File: config.mk
export PLATFORM = sky130hd
export DESIGN_NAME = pb_decimal_counter
export DESIGN_NICKNAME = d
export VERILOG_FILES = /design/src/rtl/pb_pkg.sv /design/src/rtl/pb_press_detect.sv /design/src/rtl/pb_sat_counter.sv /design/src/rtl/pb_bcd_split.sv /design/src/rtl/pb_decimal_counter.sv
export SDC_FILE = /design/constraint.sdc
export NUM_CORES = 1
export LEC_CHECK = 0
export CELL_PAD_IN_SITES_DETAIL_PLACEMENT = 0
export CELL_PAD_IN_SITES_GLOBAL_PLACEMENT = 1
export CORE_ASPECT_RATIO = 1.75
export CORE_MARGIN = 2
export CORE_UTILIZATION = 43
export DETAILED_ROUTE_END_ITERATION = 12
export GPL_TIMING_DRIVEN = 0
export HOLD_SLACK_MARGIN = 0.15
export PLACE_DENSITY_LB_ADDON = 0.1
export SLEW_MARGIN = 20
export SYNTH_ARGS = -nofsm -noshare
export SYNTH_HDL_FRONTEND = slang
export SYNTH_SLANG_ARGS = --single-unit
File: constraint.sdc
create_clock -name clk -period 5.7 [get_ports clk]
set_input_delay 0.855 -clock clk [delete_from_list [all_inputs] [get_ports clk]]
set_output_delay 0.855 -clock clk [all_outputs]
set_load 0.02 [all_outputs]
File: src/rtl/pb_pkg.sv
package pb_pkg;
  // pressed-level pair, 1 = pressed
  typedef struct packed {
    logic dn;
    logic up;
  } btn_pair_t;

  localparam int DEC_BASE = 10;
endpackage

File: src/rtl/pb_press_detect.sv
module pb_press_detect
  import pb_pkg::*;
(
  input  logic      clk,
  input  logic      rst,
  input  logic      tick,
  input  logic      up_btn_n,
  input  logic      dn_btn_n,
  output btn_pair_t fresh_o
);
  btn_pair_t level_now;
  btn_pair_t level_q;
  btn_pair_t toggled;

  always_comb begin
    level_now.up = ~up_btn_n;
    level_now.dn = ~dn_btn_n;
    toggled      = level_now ^ level_q;
    fresh_o      = tick ? (toggled & level_now) : '0;
  end

  always_ff @(posedge clk) begin
    if (rst)       level_q <= '0;
    else if (tick) level_q <= level_now;
  end

  // stored state follows the strobe sample
  assert_latch_follows_R2: assert property (@(posedge clk) disable iff (rst)
    tick |=> level_q == {~$past(dn_btn_n), ~$past(up_btn_n)});
  // no storage outside strobes
  assert_latch_hold_R2: assert property (@(posedge clk) disable iff (rst)
    !tick |=> $stable(level_q));
endmodule

File: src/rtl/pb_sat_counter.sv
module pb_sat_counter
  import pb_pkg::*;
#(
  parameter int MAX_COUNT = 99,
  parameter int COUNT_W   = 7
) (
  input  logic               clk,
  input  logic               rst,
  input  logic               tick,
  input  btn_pair_t          fresh_i,
  output logic [COUNT_W-1:0] count_next_o,
  output logic [COUNT_W-1:0] count_o
);
  localparam logic [COUNT_W-1:0] TOP = COUNT_W'(MAX_COUNT);

  logic [COUNT_W-1:0] count_q;

  always_comb begin
    count_next_o = count_q;
    if (fresh_i.dn) begin
      if (count_q != '0) count_next_o = count_q - 1'b1;
    end else if (fresh_i.up) begin
      if (count_q != TOP) count_next_o = count_q + 1'b1;
    end
  end

  always_ff @(posedge clk) begin
    if (rst)       count_q <= '0;
    else if (tick) count_q <= count_next_o;
  end

  assign count_o = count_q;

  assert_no_overflow_R5: assert property (@(posedge clk) disable iff (rst)
    count_q <= TOP);
  assert_down_wins_R4: assert property (@(posedge clk) disable iff (rst)
    (fresh_i.dn && count_q != '0) |=> count_q == $past(count_q) - 1'b1);
  assert_quiet_no_tick_R7: assert property (@(posedge clk) disable iff (rst)
    !tick |=> $stable(count_q));
endmodule

File: src/rtl/pb_bcd_split.sv
module pb_bcd_split
  import pb_pkg::*;
#(
  parameter int COUNT_W = 7,
  parameter int DIGIT_W = 4
) (
  input  logic [COUNT_W-1:0] value_i,
  output logic [DIGIT_W-1:0] tens_o,
  output logic [DIGIT_W-1:0] ones_o
);
  localparam int STEPS = DIGIT_W;
  localparam int RW    = COUNT_W + 1;

  logic [RW-1:0] rem [STEPS+1];

  assign rem[0] = RW'(value_i);

  for (genvar k = 0; k < STEPS; k++) begin : g_step
    localparam int WT = DEC_BASE << (STEPS - 1 - k);
    localparam logic [RW:0] WTV = (RW+1)'(WT);
    logic [RW:0] diff;
    assign diff = {1'b0, rem[k]} - WTV;
    assign tens_o[STEPS-1-k] = ~diff[RW];
    assign rem[k+1] = diff[RW] ? rem[k] : diff[RW-1:0];
  end

  assign ones_o = rem[STEPS][DIGIT_W-1:0];

  // remainder after the last step is a single decimal digit
  always_comb begin
    if (value_i < COUNT_W'(DEC_BASE * DEC_BASE))
      assert_ones_range_R6: assert (rem[STEPS] < RW'(DEC_BASE));
  end
endmodule

File: src/rtl/pb_decimal_counter.sv
module pb_decimal_counter
  import pb_pkg::*;
#(
  parameter int MAX_COUNT = 99,
  parameter int DIGIT_W   = 4
) (
  input  logic                         clk,
  input  logic                         rst,
  input  logic                         tick,
  input  logic                         up_btn_n,
  input  logic                         dn_btn_n,
  output logic [$clog2(MAX_COUNT+1)-1:0] count_o,
  output logic [DIGIT_W-1:0]           tens_o,
  output logic [DIGIT_W-1:0]           ones_o
);
  localparam int COUNT_W = $clog2(MAX_COUNT + 1);

  btn_pair_t          fresh;
  logic [COUNT_W-1:0] count_next;
  logic [DIGIT_W-1:0] tens_next, ones_next;

  pb_press_detect u_press (
    .clk, .rst, .tick, .up_btn_n, .dn_btn_n, .fresh_o(fresh)
  );

  pb_sat_counter #(.MAX_COUNT(MAX_COUNT), .COUNT_W(COUNT_W)) u_count (
    .clk, .rst, .tick, .fresh_i(fresh),
    .count_next_o(count_next), .count_o(count_o)
  );

  pb_bcd_split #(.COUNT_W(COUNT_W), .DIGIT_W(DIGIT_W)) u_split (
    .value_i(count_next), .tens_o(tens_next), .ones_o(ones_next)
  );

  always_ff @(posedge clk) begin
    if (rst) begin
      tens_o <= '0;
      ones_o <= '0;
    end else if (tick) begin
      tens_o <= tens_next;
      ones_o <= ones_next;
    end
  end

  // registered digits always match the registered count
  assert_digits_match_R9: assert property (@(posedge clk) disable iff (rst)
    int'(tens_o) * DEC_BASE + int'(ones_o) == int'(count_o));
  assert_ones_digit_R6: assert property (@(posedge clk) disable iff (rst)
    int'(ones_o) < DEC_BASE);
endmodule

; ---- Word-level counts from Yosys, hierarchy flattened
; Cells that the tools add are included.
[word_totals]
regBits = 17
latchBits = 0
ramBits = 0
mem_bits_ro = 0
input_bits = 5
elab_cells = 30
mem_count = 0
[classes]
add_sub_neg = 6
mul = 0
div_mod_pow = 0
n_lt_le_gt_ge = 0
n_eq_ne = 1
shifts = 0
mux = 9
n_bitwise = 8
reduce_logical = 1
[ops]
columns = cell, n
row1 = 7-bit 2-to-1 mux, 4
row2 = 8-bit 2-to-1 mux, 3
row3 = "8-bit by 4-bit subtractor with 9-bit output, second input constant", 1
row4 = "8-bit by 5-bit subtractor with 9-bit output, second input constant", 1
row5 = "8-bit by 6-bit subtractor with 9-bit output, second input constant", 1
row6 = "7-bit by 7-bit subtractor with 8-bit output, second input constant", 1
row7 = "7-bit by 1-bit adder with 7-bit output, second input constant", 1
row8 = "7-bit != test, second input constant", 1
row9 = 7-bit nonzero test, 1
row10 = "7-bit by 1-bit subtractor with 7-bit output, second input constant", 1
row11 = 1-bit NOT, 6
row12 = 4-bit 2-to-1 mux, 1
row13 = 2-bit AND, 1
row14 = 2-bit 2-to-1 mux, 1
row15 = 2-bit bitwise XOR, 1

; ---- Longest topological paths before layout
[logic_depth]
depth_word = 14
depth_mapped = 17
mapped_depth_nobuf = 16

; ---- Modules after synthesis
; From an unflattened synthesis, not the netlist that was laid out.
[hier_totals]
cells_unflattened = 229
hier_area_um2 = 1783.0
[by_module_without_submodules]
columns = module, instances, cells_each, area_per_inst_um2, seq_area_each_um2
row1 = pb_sat_counter, 1, 100, 770.7, 140.1
row2 = pb_bcd_split, 1, 95, 649.4, 0.0
row3 = pb_decimal_counter, 1, 26, 285.3, 160.2
row4 = pb_press_detect, 1, 8, 77.6, 40.0

; ---- Worst setup path after synthesis
; OpenSTA, ideal clock, no wires.
[synth_path]
path_kind = input port to flip-flop
start = input tick
end = register ones_o[3]
arrival_time_ns = 3.707
required_time_ns = 5.556
setup_slack_ns = 1.850
cell_stages = 15
n_path_buf = 2
cell_sequence = buf_4 nor4bb_1 a21oi_1 a211o_1 nand2_1 inv_2 ha_1 inv_1 o22ai_1 a32o_1 or3_1 buf_2 nor4b_1 a311oi_1 a311oi_1
[synth_via]
elab_chain_len = 11
[synth_lines]
columns = element, line
row1 = "start, declared", pb_decimal_counter.sv:9  ; input logic tick,
row2 = 2-bit 2-to-1 mux, pb_press_detect.sv:19  ; fresh_o = tick ? (toggled & level_now) : '0;
row3 = 7-bit 2-to-1 mux, pb_sat_counter.sv:22  ; end else if (fresh_i.up) begin
row4 = 7-bit 2-to-1 mux, pb_sat_counter.sv:20  ; if (fresh_i.dn) begin
row5 = 7-bit by 7-bit subtractor with 8-bit output, pb_bcd_split.sv:22  ; assign diff = {1'b0, rem[k]} - WTV;
row6 = 8-bit 2-to-1 mux, pb_bcd_split.sv:24  ; assign rem[k+1] = diff[RW] ? rem[k] : diff[RW-1:0];
row7 = 8-bit by 6-bit subtractor with 9-bit output, pb_bcd_split.sv:22
row8 = 8-bit 2-to-1 mux, pb_bcd_split.sv:24
row9 = 8-bit by 5-bit subtractor with 9-bit output, pb_bcd_split.sv:22
row10 = 8-bit 2-to-1 mux, pb_bcd_split.sv:24
row11 = 8-bit by 4-bit subtractor with 9-bit output, pb_bcd_split.sv:22
row12 = 4-bit 2-to-1 mux, pb_bcd_split.sv:24
row13 = "end signal, assigned", pb_decimal_counter.sv:41  ; ones_o <= ones_next;
row14 = "end, declared", pb_decimal_counter.sv:14  ; output logic [DIGIT_W-1:0] ones_o
; Several ways; a longest one is shown, not always the timed one.
; A chain may end at the register's enable or synchronous reset.

; ---- Worst setup path after layout
; Same ends and word-level chain as after synthesis.

==> results.toml <==
[outcome]
status = "finished, final reports clean"

[yosys]
synth_edf_count = 0
ys_ff_latch = 16
synth_top_family_by_area = "simple AND/OR/NAND/NOR gates"
synthSimpleGateAreaFrac_pct = 34.3
synthMuxAreaShare_pct = 0.676
syn_nets = 204
yosys.cell_types.count = 67
synthAdderAreaFrac_pct = 4.14
avgSynthCellArea_sq_um = 7.59
synth_compound_area_share_pct = 31.0
synthArstFlopShare_pct = 0
synth_cells = 195
syn-cell-area_sq_um = 1480
synth_xor_area_share_pct = 1.18
ys_warn_count = 0
synth-main-ff-cell = "dfxtp_1"
yosysSeqAreaShare_pct = 21.6

[floorplanning]
chipWidth_microns = 48.4
start_util_pct = 44.5
io_pins = 20
design.die.area_sq_um = 3950
die_h_microns = 81.6
placementRows = 28
coreArea_sq_um = 3330

[worst_hold_path]
min_from = "tens_o[3]$_SDFFE_PP0P_"
hold_class = "register to register"

[clock_tree]
path_clk_slew_ns = 0.06
clk_latency_ns = 0.24
post-cts-setup-buffers = 0
cts_buffers = 3
hold_buffers = 0
htree_num_levels = 1
cts_tree = "yes"
cts_resized = 0
clock-sinks = 16
cts_root_buf = "clkbuf_8"
clock_path_buffers = 2

[timing]
setup_tns_ns = 0
worstMarginPinSlew_ns = 0.617
rsz0062_at_grt = "no"
finClkSkew_ns = 0.00187
min_period_ns = 4.87
fmax_mhz = 205
slew_viol_final = 0
slew-limit-headroom_pct = 58.7
setup_viol = 0
hold_violations = 0
min_period_over_period_pct = 85.5

[setup_path]
slowest_stage = "clkdlybuf4s50_1"
start_kind = "input pin"
max_stage_delay_ns = 0.55
path_max_fanout = 10
critPathRequiredTime_ns = 5.80
path_cells = "clkdlybuf4s50_1, buf_4, nor4bb_1, nand2_1, o211ai_1, nand2_1, inv_2, ha_1, buf_1, o22ai_1, a32o_1, or3_1, buf_2, nor4b_1, a311oi_1, a311oi_1"
worstSetupStartpoint = "tick"
cp-end-kind = "register"
critPathKind = "input pin to register"
arrival_ns = 4.97
rr_startpoint = "ones_o[0]$_SDFFE_PP0P_"

[drt]
drtIter0Drc = 71
wl_mm = 4.33
drc = 0
routedWlPerCell_microns = 16.5
vias = 1629
viasPerCell = 6.22
antenna_left = 0
dr.pass1.iters = 5

[flow_run]
cap_violations = 0

[power_and_ir_drop]
ir_worst_vdd_uv = 168
total_power_w = 0.000552
p_per_area_nw_per_um2 = 312
leakagePower_nw = 0.650

[placement]
dpl_cell_area_sq_um = 1720
hpwl_mm = 3.42
io_buffers = 18
gp_congestion = 0.894

[global_routing]
use_met1_pct = 26.7
grt_pass1_vias = 1514
grt_pass1_wl_mm = 7.22
gr-usage-all-layers_pct = 23.0
busiest_layer = "met2"
met2_usage_pct = 41.4
antenna_found_initial = 0
grt_max_degree = 11
met3_usage_pct = 3.09
grt-ovfl-total = 0

[cells_and_area]
nets = 227
drive_gt1_share_pct = 11.5
n_antenna_cell = 0
fillers = 344
fin_util_pct = 53.2
syn_to_final_growth_pct = 19.7
final_cell_area_sq_um = 1770
cell type report:
class / instances / area, sq um / share of cell area, %
Buffer: 16 / 88.8 / 5.01
Tap cell: 45 / 56.3 / 3.18
Timing Repair Buffer: 18 / 180 / 10.2
Sequential cell: 16 / 320 / 18.1
Clock buffer: 4 / 55.1 / 3.11
Inverter: 4 / 15.0 / 0.847
Multi-Input combinational cell: 159 / 1060 / 59.6
layer usage:
layer  up-vias  part of all wire (%)  routed length [microns]
met5         -                     0                        0
met4         0                   4.3                      187
met3        20                   5.0                      216
met2        73                    51                     2190
met1       751                    40                     1730
li1        785                     -                        -
worst max-delay path, delay by kind of cell:
kind                     cells  cell delay [ns]
adder cells (fa/ha/maj)      1             0.16
AO/OA/AOI/OAI                5             1.24
buffers and inverters        5             1.44
AND/OR/NAND/NOR              5             1.27
worst paths after layout:
kind,endpoint,slack [ns],cells past startpoint
hold reg to reg,tens_o[3]$_SDFFE_PP0P_,0.48,2
setup reg to reg,ones_o[3]$_SDFFE_PP0P_,1.38,15
hold / removal,tens_o[3]$_SDFFE_PP0P_,0.48,2
setup / recovery,ones_o[3]$_SDFFE_PP0P_,0.83,16
cells by family after synthesis:
logic type,Yosys count
AOI/OAI and AO/OA,58
xor gates and xnor gates,2
and+or+nand+nor,93
buffers and inverters,20
adders and majority gates,5
DFF,16
muxes,1
stage by stage:
stage                     hold slack, ns  instances  setup WS (ns)
after floorplan                    0.485        195           1.85
after global placement             0.458        258          0.664
after detailed placement           0.468        258          0.683
after CTS                          0.478        262          0.900
after global routing               0.510        262          0.487
final                              0.476        262          0.827
synth_stat cells (2+ instances only):
master	n	area, sq um
nor4_1	2	12.5
nor2b_1	2	12.5
nor2_1	27	101
dfxtp_1	16	320
buf_1	2	7.51
nor3b_1	3	22.5
inv_1	3	11.3
clkbuf_1	5	18.8
buf_2	5	25.0
a211oi_1	4	30.0
nor3_1	7	35.0
o22ai_1	2	12.5
buf_6	2	22.5
nand2_1	17	63.8
nand2b_1	4	25.0
o21ai_0	5	25.0
o211ai_1	5	37.5
a2111oi_0	2	17.5
and3_1	3	18.8
o221a_1	2	22.5
or3_1	4	25.0
xnor2_1	2	17.5
and2_1	3	18.8
a21oi_1	9	45.0
or3b_1	2	17.5
nand4bb_1	2	22.5
o21a_1	2	15.0
nand3_1	5	25.0
a211o_1	3	26.3
buf_4	2	15.0
a311oi_1	2	17.5
ha_1	4	50.1
a31oi_1	3	18.8
power breakdown:
part | internal [W] | switching [W]
clock network | 0.0000611 | 0.0000354
logic | 0.000132 | 0.000184
registers | 0.000126 | 0.0000144
registers in the layout, summed over array words and instances, names as in the netlist:
register and cells:
u_count.count_o 6, tens_o 4, ones_o 4, u_press.level_q 2
placed cells by master, fill, tap and decap left out, types with 7 or more instances in the layout:
cell type,instances
a21oi_1,9
clkdlybuf4s50_1,18
dfxtp_1,16
nand2_1,17
nor2_1,27
nor3_1,7
No activity file was read; power rests on OpenSTA's default activity.
